<file path="src/rtl/tbw_pkg.sv">
package tbw_pkg;
   localparam int LEN_W    = 5;
   localparam int BASE_W   = 5;
   localparam int LEN_LSB  = 8;
   localparam int BASE_LSB = 0;
   localparam int MAX_CODE = 17;

   typedef struct packed {
      logic [LEN_W-1:0]  len_code;
      logic [BASE_W-1:0] base;
   } burst_cfg_t;
endpackage

</file>
<file path="src/rtl/tbw_burst_seq.sv">
module tbw_burst_seq
   import tbw_pkg::*;
#(
   parameter int DATA_W    = 16,
   parameter int TGT_W     = 6,
   parameter bit CLAMP_LEN = 1
) (
   input  logic                clk,
   input  logic                rst_n,
   input  logic                cfg_wr,
   input  logic [LEN_W-1:0]    cfg_len_in,
   input  logic [BASE_W-1:0]   cfg_base_in,
   input  logic                win_acc,
   output logic [DATA_W-1:0]   cfg_view,
   output logic [TGT_W-1:0]    tgt,
   output logic                last
);
   burst_cfg_t        cfg_q;
   logic [LEN_W-1:0]  idx_q;
   logic [LEN_W-1:0]  len_eff;

   generate
      if (CLAMP_LEN) begin : g_clamp
         assign len_eff = (cfg_q.len_code > LEN_W'(MAX_CODE)) ? LEN_W'(MAX_CODE) : cfg_q.len_code;
      end else begin : g_raw
         assign len_eff = cfg_q.len_code;
      end
   endgenerate

   assign last = (idx_q == len_eff);
   assign tgt  = TGT_W'(cfg_q.base) + TGT_W'(idx_q);

   always_comb begin
      cfg_view = '0;
      cfg_view[LEN_LSB +: LEN_W]   = cfg_q.len_code;
      cfg_view[BASE_LSB +: BASE_W] = cfg_q.base;
   end

   always_ff @(posedge clk) begin
      if (!rst_n) begin
         cfg_q <= '0;
         idx_q <= '0;
      end else if (cfg_wr) begin
         cfg_q.len_code <= cfg_len_in;
         cfg_q.base     <= cfg_base_in;
         idx_q          <= '0;
      end else if (win_acc) begin
         idx_q <= last ? '0 : idx_q + 1'b1;
      end
   end

   // index never passes the effective burst length
   a_r5_idx_bound: assert property (@(posedge clk) disable iff (!rst_n)
      idx_q <= len_eff);

   // control write returns index to zero
   a_r6_idx_clear: assert property (@(posedge clk) disable iff (!rst_n)
      cfg_wr |=> (idx_q == '0));

   // index moves only on window access or control write
   a_r11_idx_hold: assert property (@(posedge clk) disable iff (!rst_n)
      (!cfg_wr && !win_acc) |=> $stable(idx_q));
endmodule

</file>
<file path="src/rtl/tbw_req_ctrl.sv">
module tbw_req_ctrl (
   input  logic clk,
   input  logic rst_n,
   input  logic en_wr,
   input  logic en_wdata,
   input  logic upd_evt,
   input  logic burst_done,
   output logic en_q,
   output logic dma_req
);
   logic pend_q;
   logic upd_ok;

   assign upd_ok = upd_evt && en_q;

   always_ff @(posedge clk) begin
      if (!rst_n) begin
         en_q    <= 1'b0;
         dma_req <= 1'b0;
         pend_q  <= 1'b0;
      end else begin
         if (en_wr) en_q <= en_wdata;
         if (burst_done) begin
            if (pend_q) begin
               dma_req <= 1'b1;
               pend_q  <= upd_ok;
            end else begin
               dma_req <= upd_ok;
            end
         end else if (upd_ok) begin
            if (dma_req) pend_q  <= 1'b1;
            else         dma_req <= 1'b1;
         end
      end
   end

   // request held until final acknowledged transfer
   a_r8_req_hold: assert property (@(posedge clk) disable iff (!rst_n)
      (dma_req && !burst_done) |=> dma_req);

   // request only rises from an enabled update event
   a_r7_req_cause: assert property (@(posedge clk) disable iff (!rst_n)
      $rose(dma_req) |-> $past(upd_evt && en_q));

   // a pending event keeps the request up past the burst end
   a_r9_pend_served: assert property (@(posedge clk) disable iff (!rst_n)
      (pend_q && burst_done) |=> dma_req);
endmodule

</file>
<file path="src/rtl/tbw_reg_bank.sv">
module tbw_reg_bank #(
   parameter int DATA_W   = 16,
   parameter int NUM_REGS = 18,
   parameter int IDX_W    = 6
) (
   input  logic              clk,
   input  logic              rst_n,
   input  logic              wr_en,
   input  logic [IDX_W-1:0]  wr_idx,
   input  logic [DATA_W-1:0] wdata,
   input  logic [IDX_W-1:0]  rd_idx,
   output logic [DATA_W-1:0] rdata
);
   logic [NUM_REGS-1:0][DATA_W-1:0] q;

   generate
      for (genvar i = 0; i < NUM_REGS; i++) begin : g_reg
         always_ff @(posedge clk) begin
            if (!rst_n)                                q[i] <= '0;
            else if (wr_en && wr_idx == IDX_W'(i))     q[i] <= wdata;
         end
      end
   endgenerate

   always_comb begin
      rdata = '0;
      for (int i = 0; i < NUM_REGS; i++)
         if (rd_idx == IDX_W'(i)) rdata = q[i];
   end

   // writes aimed past the bank change nothing
   a_r10_oob_ignored: assert property (@(posedge clk) disable iff (!rst_n)
      (wr_en && wr_idx >= IDX_W'(NUM_REGS)) |=> $stable(q));
endmodule

</file>
<file path="src/rtl/tbw_top.sv">
module tbw_top
   import tbw_pkg::*;
#(
   parameter int DATA_W    = 16,
   parameter int ADDR_W    = 5,
   parameter int NUM_REGS  = 18,
   parameter int CFG_ADDR  = 18,
   parameter int WIN_ADDR  = 19,
   parameter int EN_ADDR   = 20,
   parameter bit CLAMP_LEN = 1
) (
   input  logic              clk,
   input  logic              rst_n,
   input  logic [ADDR_W-1:0] bus_addr,
   input  logic              bus_rd,
   input  logic              bus_wr,
   input  logic [DATA_W-1:0] bus_wdata,
   output logic [DATA_W-1:0] bus_rdata,
   input  logic              upd_evt,
   output logic              dma_req,
   input  logic              dma_ack
);
   localparam int TGT_W = $clog2((1 << BASE_W) + MAX_CODE + 1);

   initial begin : p_param_chk
      assert (DATA_W >= LEN_LSB + LEN_W) else $error("DATA_W too narrow for control fields");
      assert (CFG_ADDR >= NUM_REGS && WIN_ADDR >= NUM_REGS && EN_ADDR >= NUM_REGS)
         else $error("special addresses overlap the bank");
      assert (CFG_ADDR != WIN_ADDR && CFG_ADDR != EN_ADDR && WIN_ADDR != EN_ADDR)
         else $error("special addresses must differ");
      assert (TGT_W >= ADDR_W) else $error("target index narrower than address");
      assert (EN_ADDR < (1 << ADDR_W)) else $error("address width too small");
   end

   logic              sel_cfg, sel_win, sel_en;
   logic              win_acc, last, burst_done, en_q;
   logic [TGT_W-1:0]  tgt, bank_idx;
   logic [DATA_W-1:0] cfg_view, bank_rdata;

   assign sel_cfg    = (bus_addr == ADDR_W'(CFG_ADDR));
   assign sel_win    = (bus_addr == ADDR_W'(WIN_ADDR));
   assign sel_en     = (bus_addr == ADDR_W'(EN_ADDR));
   assign win_acc    = sel_win && (bus_rd || bus_wr);
   assign burst_done = win_acc && dma_ack && last;
   assign bank_idx   = sel_win ? tgt : TGT_W'(bus_addr);

   tbw_burst_seq #(
      .DATA_W(DATA_W), .TGT_W(TGT_W), .CLAMP_LEN(CLAMP_LEN)
   ) seq_i (
      .clk(clk), .rst_n(rst_n),
      .cfg_wr(bus_wr && sel_cfg),
      .cfg_len_in(bus_wdata[LEN_LSB +: LEN_W]),
      .cfg_base_in(bus_wdata[BASE_LSB +: BASE_W]),
      .win_acc(win_acc),
      .cfg_view(cfg_view), .tgt(tgt), .last(last)
   );

   tbw_req_ctrl req_i (
      .clk(clk), .rst_n(rst_n),
      .en_wr(bus_wr && sel_en), .en_wdata(bus_wdata[0]),
      .upd_evt(upd_evt), .burst_done(burst_done),
      .en_q(en_q), .dma_req(dma_req)
   );

   tbw_reg_bank #(
      .DATA_W(DATA_W), .NUM_REGS(NUM_REGS), .IDX_W(TGT_W)
   ) bank_i (
      .clk(clk), .rst_n(rst_n),
      .wr_en(bus_wr && !sel_cfg && !sel_en),
      .wr_idx(bank_idx), .wdata(bus_wdata),
      .rd_idx(bank_idx), .rdata(bank_rdata)
   );

   always_comb begin
      if (!bus_rd)      bus_rdata = '0;
      else if (sel_cfg) bus_rdata = cfg_view;
      else if (sel_en)  bus_rdata = DATA_W'(en_q);
      else              bus_rdata = bank_rdata;
   end

   // reserved control bits always read zero
   always_comb begin
      if (rst_n && bus_rd && sel_cfg)
         a_r2_rsv_zero: assert (bus_rdata[15:13] == 3'b000 && bus_rdata[7:5] == 3'b000);
   end
endmodule

</file>
<file path="config.mk">
export PLATFORM = sky130hd
export DESIGN_NAME = tbw_top
export DESIGN_NICKNAME = d
export VERILOG_FILES = /design/src/rtl/tbw_pkg.sv /design/src/rtl/tbw_burst_seq.sv /design/src/rtl/tbw_req_ctrl.sv /design/src/rtl/tbw_reg_bank.sv /design/src/rtl/tbw_top.sv
export SDC_FILE = /design/constraint.sdc
export NUM_CORES = 1
export LEC_CHECK = 0
export ABC_AREA = 1
export BUFFER_PORTS_ARGS = -buffer_cell sky130_fd_sc_hd__buf_2
export CORE_MARGIN = 2
export CORE_UTILIZATION = 53
export CTS_BUF_LIST = sky130_fd_sc_hd__clkbuf_8
export CTS_CLUSTER_DIAMETER = 80
export CTS_CLUSTER_SIZE = 10
export DETAILED_ROUTE_END_ITERATION = 16
export PLACE_DENSITY_LB_ADDON = 0.3
export SLEW_MARGIN = 30
export SYNTH_ARGS = -nofsm -noshare
export SYNTH_HDL_FRONTEND = slang
export SYNTH_SLANG_ARGS = --single-unit
</file>
<file path="constraint.sdc">
create_clock -name clk -period 8.2 [get_ports clk]
set_input_delay 2.46 -clock clk [delete_from_list [all_inputs] [get_ports clk]]
set_output_delay 2.46 -clock clk [all_outputs]
set_load 0.1 [all_outputs]
</file>
; ---- Yosys cells after proc, flatten, opt, wreduce, memory -nomap -nowiden
; Cells that the tools add are included.
; W data, S select, Z words.
[op_classes]
n_reduce_logical = 34
bitwise = 1
multipliers = 0
magnitude_cmp = 1
n_mux = 31
addsub = 2
shift = 0
n_eq_ne = 21
div = 0
[op_table]
columns = operator, n
row1 = $mux W16, 21
row2 = $eq A6 B4 Y1 const B, 8
row3 = $logic_and A1 B1 Y1, 26
row4 = $eq A6 B3 Y1 const B, 4
row5 = $eq A5 B5 Y1 const B, 3
row6 = $eq A6 B2 Y1 const B, 2
row7 = $eq A6 B5 Y1 const B, 2
row8 = $mux W5, 2
row9 = $mux W1, 7
row10 = $add A5 B5 Y6, 1
row11 = $eq A6 B1 Y1 const B, 1
row12 = $logic_not A6 Y1, 1
row13 = $mux W6, 1
row14 = $add A5 B1 Y5 const B, 1
row15 = $eq A5 B5 Y1, 1
row16 = $gt A5 B5 Y1 const B, 1
row17 = $reduce_bool A2 Y1, 2
row18 = $logic_not A1 Y1, 2
row19 = $reduce_and A2 Y1, 1
row20 = $reduce_or A2 Y1, 1
row21 = $logic_or A1 B1 Y1, 1
row22 = $not A1 Y1, 1
[word_totals]
output_inout_bits = 17
latchBits = 0
ramBits = 0
mem_bits_ro = 0
regBits = 306
mem_count = 0
in_bits = 27
elab_cells = 114

; ---- Logic depth before layout (Yosys ltp)
; Gate-level depths: netlist (run 1).
[logic_depth]
word_depth = 24
ltp_mapped = 26
depth_no_buf = 25

; ---- By module
; From an unflattened synthesis (run 1), not the netlist that was laid out.
[hier_totals]
hier_cells = 2063
area_unflattened_um2 = 13882.1
[modules_own_cells]
columns = module, instances, seq_area_each_um2, area_each_um2, cells_per_inst
row1 = tbw_reg_bank, 1, 5765.5, 12386.9, 1824
row2 = tbw_burst_seq, 1, 300.3, 908.4, 127
row3 = tbw_top, 1, 0.0, 449.2, 89
row4 = tbw_req_ctrl, 1, 60.1, 137.6, 23

; ---- Worst setup path after synthesis (run 1)
; Ideal clock, no wire load.
[synth_timing]
path_kind = input -> output
from = in bus_addr[2]
to = out bus_rdata[13]
path_buffers = 2
setup_slack_ps = 213
stages = 11
t_required_ps = 5740
arrival_time_ps = 5527
cell_sequence = nor2_2 nand2_1 o21ai_2 nand2_2 nor2_1 nand2_1 inv_1 buf_2 buf_2 a21oi_1 a21oi_1
[synth_between]
elab_chain_cells = 24
elab_cells_between_ends = 43
cone_classes = 20 x eq/ne / 22 x mux / 1 x reduce/logical
[synth_rtl]
columns = item, line_no
row1 = from (decl), tbw_top.sv:14  ; input logic [ADDR_W-1:0] bus_addr,
row2 = $eq A5 B5 Y1, tbw_top.sv:41  ; assign sel_win = (bus_addr == ADDR_W'(WIN_ADDR));
row3 = $mux W6, tbw_top.sv:45  ; assign bank_idx = sel_win ? tgt : TGT_W'(bus_addr);
row4 = $logic_not A6 Y1, tbw_reg_bank.sv:28  ; if (rd_idx == IDX_W'(i)) rdata = q[i];
row5 = $mux W16 (18 in a row), tbw_reg_bank.sv:28
row6 = $mux W16, tbw_top.sv:77  ; else if (sel_en) bus_rdata = DATA_W'(en_q);
row7 = $mux W16 (*), tbw_top.sv:76  ; else if (sel_cfg) bus_rdata = cfg_view;
row8 = $mux W16 (*), tbw_top.sv:75  ; if (!bus_rd) bus_rdata = '0;
row9 = to (decl), tbw_top.sv:18  ; output logic [DATA_W-1:0] bus_rdata,
; Mark *: on every way between the ends. The rest lies on a longest branch, timed or not.

; ---- Final worst setup path (run 1)
[layout_timing]
from = in bus_addr[4]
to = out bus_rdata[8]
; The elaborated chain is that of the path after synthesis.

==> results of run 1 <==
cell type report:
cell class | instances | share of cell area (%)
multi-input combinational | 1435 | 44.76
sequential | 306 | 40.92
timing repair buffer | 62 | 4.095
inverter | 148 | 3.719
clock buffer | 37 | 3.402
tap | 335 | 2.800
clock inverter | 3 | 0.3009
cell usage after synthesis (all sizes together):
library cell / n
nand2: 394
nor2: 320
dfxtp: 306
o21ai: 237
a21oi: 224
nand3: 162
inv: 146
clkbuf: 84
buf: 62
nand4: 46
or2: 21
nor3: 9
ha: 6
xor2: 5
a211oi: 2
clkinv: 2
o21bai: 2
a2111oi: 1
a31oi: 1
fa: 1
nor4: 1
o211ai: 1
o221ai: 1
xnor2: 1
worst max-delay path: cells and delay by family:
family	cells	cell delay [ns]
buffers and inverters	6	1.12
AOI/OAI and AO/OA	2	0.24
and+or+nand+nor	14	1.66
cell usage in the layout, fill, tap and decap left out, types with 12 or more instances in the layout:
cell type and count:
nand2_1 386, or2_2 12, inv_2 26, clkbuf_8 37
nand4_1 45, nor2_1 301, o21ai_0 208, nor2_4 13
o21ai_1 27, buf_12 17, a21oi_1 223, nand3_1 157
dfxtp_1 306, buf_2 26, inv_1 119, buf_4 19
flip-flops by register name (all words and copies together) (netlist names):
signal / flops
seq_i.cfg_view: 10
bank_i.q: 288
req_i.dma_req: 1
req_i.en_q: 1
seq_i.idx_q: 5
req_i.pend_q: 1
timing repair:
action,CTS,global route
buffers inserted,0,0
endpoints found under the setup margin,0,2
gates resized for setup,0,1
metal layers:
layer | track usage [%] | up-vias | routed length (um)
met3 | 5.276 | 134 | 3658
met5 | 0 | - | 13
met2 | 45.65 | 597 | 18430
li1 | - | 6498 | -
met4 | 11.36 | 2 | 1741
met1 | 41.57 | 6159 | 18240
power by group through the flow:
| stage | Sequential (W) | Combinational, W | Clock, W |
|---|---|---|---|
| finish | 0.00151 | 0.000236 | 0.000975 |
| global placement | 0.00154 | 0.000228 | 0 |
| global route | 0.00151 | 0.000251 | 0.00103 |
| detailed placement | 0.00154 | 0.000230 | 0 |
| floorplan | 0.00154 | 0.000154 | 0 |
| CTS | 0.00151 | 0.000230 | 0.000975 |
cell families (layout without fill, tap and decap cells):
group	Yosys count	in the layout
simple gates	953	953
compound gates	469	469
flops	306	306
xor+xnor	6	6
fa+ha+maj	7	7
buf+inv	294	250
stage by stage:
| stage | cells | worst slack [ns] |
|---|---|---|
| after floorplan | 2035 | 0.2130 |
| after global placement | 2286 | 0.3958 |
| after detailed placement | 2286 | 0.3362 |
| after CTS | 2326 | 0.3141 |
| after global routing | 2326 | -0.002118 |
| final | 2326 | 0.2219 |
worst min path at each step:
stage                    endpoint  cells past startpoint
CTS                 bank_i.q[261]                      2
detailed placement  bank_i.q[270]                      2
global route         bank_i.q[81]                      2
floorplan           bank_i.q[106]                      2
finish              bank_i.q[261]                      2
global placement    bank_i.q[113]                      2
==> results.cfg, run 1 <==
[worst_setup_path]
cpPeakStageDelay_ns = 0.32
arrival_ns = 5.52
cp-start-kind = primary input
crit_path_max_fanout = 21
crit_path_cell_trace = buf_2, nand2_1, inv_2, nand3_2, inv_2, nand3_2, a21oi_4, buf_4, nand4_2, inv_2, nand2_1, o21ai_1, nand4_1, nor2_1, nand4_1, nand2_1, nand4_1, nand2_1, nand2_1, nand2_1, nand2_1, buf_12
worst_setup_path_end_kind = output pin
r2r_end = bank_i.q[264]
reg2reg_slack_ns = 4.05
rr_worst_depth = 13
worstReg2RegStart = seq_i.idx_q[0]
endpoint = bus_rdata[8]
worstPathRequired_ns = 5.74
cp_slowest_cell = inv_2
crit_type = in2out
crit_top_cell = nand2_1
crit_path_start = bus_addr[4]

[floorplanning]
io_pins = 44
coreArea_sq_mm = 0.02598
initial_core_util_pct = 53.81
rows = 59
die_height_um = 166.4
die_area_sq_mm = 0.02770
die_w_um = 166.4

[global_routing]
track_usage_pct = 29.62
antenna_found_initial = 1
grt_pass1_vias = 12280
grt_first_pass_wirelength_um = 66480
globalRoute.totalOverflow = 0
grt_start_max_net_pins = 90

[place]
hpwl_um = 26490
placement.io_buffers = 43
dpl_cell_area_sq_mm = 0.01441
gp_congestion = 0.9040

[power_and_ir_drop]
power_density_mw_per_mm2 = 181.7
peakVddDrop_mv = 0.1333
seq_power_share_pct = 55.5
p_int_w = 0.001992
p_comb_share_pct = 8.7
swShare_pct = 26.76
total_power_w = 0.002720
p_leak_nw = 5.624
clock_power_share_pct = 35.8
switchingPower_w = 0.0007278

[drt]
drt_iter0_drc = 1635
ant_nets = 0
wl_um = 42080
via_per_inst = 5.757
dr.pass1.iters = 6
route.detailed.drc = 0
wl_per_cell_um = 18.09
via_count = 13390

[cts]
htree_levels = 2
clock_sinks = 306
max-clock-path-buffers = 3
insertion_delay_ns = 0.56
cts_tree = yes
cts-root-buf = clkbuf_8
clk_pin_slew_ns = 0.07
cts_hold_buf = 0
cts_buffers = 36

[logic_synthesis]
syn-num-nets = 2069
synth_top_family_by_area = simple AND/OR/NAND/NOR gates
yosysUniqueCellTypes = 41
synthMuxAreaShare_pct = 0
netlist_instances = 2035
synthXorXnorAreaFrac_pct = 0.3758
synth_top_area_share_pct = 43.81
synth-simple-area-share_pct = 29.65
yosys.area.top_type = dfxtp_1
netlist_area_sq_mm = 0.01398
yosys_warnings = 0
seq_area_frac_synth_pct = 43.81
synth_fa_ha_area_share_pct = 0.6801
ys_seq_elements = 306
synth_area_per_cell_sq_um = 6.871
synth_compound_area_share_pct = 17.07
yosys-top-cells-area = dfxtp_1, nand2_1, nor2_1, a21oi_1, o21ai_0

[job]
maxCapViolCount = 0

[timing]
fin_crit_sh_pct = 97.29
hold_viol_final = 0
fin_crit_ns = 7.978
slew_headroom_pct = 34.72
tns_ns = 0
rsz0062_at_grt = yes
timing.fmax_mhz = 125.3
finalSetupViolations = 0
holdWs_ns = 0.4522
tightestPinTransition_ns = 0.9793
slew_viol_final = 0
finClkSkew_ns = 0.03781

[layout]
fin_util_pct = 57.61
nets = 2023
finish.instance_area_sq_mm = 0.01497
seq_area_sq_mm = 0.006126
num_antenna_cells = 0
syn2layout_area_growth_pct = 7.069
fillCellCount = 2484
drive_above_1_share_pct = 9.041
multi_input_area_sq_mm = 0.006701

[worst_hold_path]
hp-start = bank_i.q[261]
min_path_type = reg2reg

[run_status]
status = finished, final reports clean
No activity file was read; power rests on OpenSTA's default activity.
==> run 2: changes to the inputs <==
MAX_ROUTING_LAYER = met4   (was not set)
SKIP_LAST_GASP = 1   (was not set)
clock period = 8.35 ns   (was 8.2 ns; I/O delays follow)
==> results.cfg, run 2 (same netlist as run 1, synthesis figures left out) <==
[run_status]
status = finished, final reports clean

[worst_setup_path]
worstPathRequired_ns = 5.85
crit_path_max_fanout = 11
cpPeakStageDelay_ns = 0.28
worst_setup_path_end_kind = output pin
crit_top_cell = nand2_1
crit_type = in2out
crit_path_cell_trace = buf_2, nor2_2, nand2_1, o21ai_2, nand2_4, nor2_1, nand2_2, inv_2, buf_4, nand2_1, nand2_1, nand4_1, nor3_1, nand4_1, nor2_1, nand4_1, nand2_1, a21oi_1, buf_12
arrival_ns = 5.50
cp-start-kind = primary input
cp_slowest_cell = nor3_1

[place]
placedCellCount = 2285
place_ws_ns = 0.3854
gp_congestion = 0.9112
placement.io_buffers = 43
hpwl_um = 26510

[cts]
htree_levels = 2
insertion_delay_ns = 0.56
cts_tree = yes
max-clock-path-buffers = 3
post_cts_buffers = 0
cts_buffers = 36
clk_pin_slew_ns = 0.07
cts_resized = 0
clock_sinks = 306
cts-root-buf = clkbuf_8
cts_hold_buf = 0

[timing]
slew_viol_final = 0
tns_ns = 0
timing.fmax_mhz = 125.0
finalSetupViolations = 0
fin_crit_sh_pct = 95.82
slew_headroom_pct = 35.73
rsz0062_at_grt = no
hold_viol_final = 0
finClkSkew_ns = 0.01443
fin_crit_ns = 8.001
tightestPinTransition_ns = 0.9605
fin_ws_ns = 0.3488

[power_and_ir_drop]
power_density_mw_per_mm2 = 178.0
peakVddDrop_mv = 0.1413
p_leak_nw = 5.619
total_power_w = 0.002662

[floorplanning]
rows = 59
coreArea_sq_mm = 0.02598
initial_core_util_pct = 53.81
io_pins = 44
die_w_um = 166.4
die_area_sq_mm = 0.02770
die_height_um = 166.4

[layout]
largest_reg_flops = 288
num_antenna_cells = 0
fin_cells = 2325
fin_util_pct = 57.56
top_register = bank_i.q
final_common_cell = nand2_1
final_cell_mix = nand2_1, dfxtp_1, nor2_1
nets = 2022
drive_above_1_share_pct = 8.945
syn2layout_area_growth_pct = 6.971

[global_routing]
antenna_found_initial = 1
grt_start_max_net_pins = 119
grt_first_pass_wirelength_um = 66760
track_usage_pct = 30.75
grt_pass1_vias = 12350
globalRoute.totalOverflow = 0

[drt]
wl_per_cell_um = 18.07
ant_nets = 0
wl_um = 42000
dr.pass1.iters = 5
route.detailed.drc = 0
via_count = 13380
via_per_inst = 5.754
drt_iter0_drc = 1701

[worst_hold_path]
min_path_type = reg2reg

[job]
maxCapViolCount = 0
-- run 2: cell types whose count changed in the layout (fill, tap and decap cells not counted), sizes merged --
cell | before | now
buf | 62 | 61
-- run 2: per-stage QoR --
step	cell area, sq um	hold WS [ns]
floorplan	13980	0.4245
global placement	14400	0.4350
detailed placement	14400	0.4404
CTS	14950	0.4504
global route	14960	0.4634
finish	14960	0.4513
-- run 2: cell type report --
class / count / area, sq um
clock inverter: 3 / 45.04
inverter: 148 / 556.8
timing repair buffer: 61 / 605.6
tap: 335 / 419.2
sequential: 306 / 6126
fill: 2451 / 11030
clock buffer: 37 / 509.2
multi-input combinational: 1435 / 6695
-- run 2: critical path: cells and delay by family --
kind | cells | cell delay (ns)
simple gates | 13 | 1.89
compound gates | 2 | 0.37
buf+inv | 4 | 0.71
-- run 2: final timing paths --
kind                       start            end  slack [ns]  cells after the start
setup / recovery     bus_addr[2]   bus_rdata[6]        0.35                     19
hold / removal     bank_i.q[121]  bank_i.q[121]        0.45                      2
setup reg to reg  seq_i.idx_q[0]  bank_i.q[144]        4.43                     16
hold reg to reg    bank_i.q[121]  bank_i.q[121]        0.45                      2
-- run 2: per-layer routing --
metal	track usage, %	wire (um)	vias up
li1	-	-	6503
met1	40.93	17880	6181
met2	46.73	18780	579
met3	4.872	3537	115
met4	12.93	1806	0
met5	-	0	-
-- run 2: power breakdown --
part	leakage, nW	internal (W)	switching (W)	total [W]
logic	2.87	0.0000524	0.000180	0.000232
clock network	0.280	0.000429	0.000518	0.000947
registers	2.47	0.00148	0.00000762	0.00148
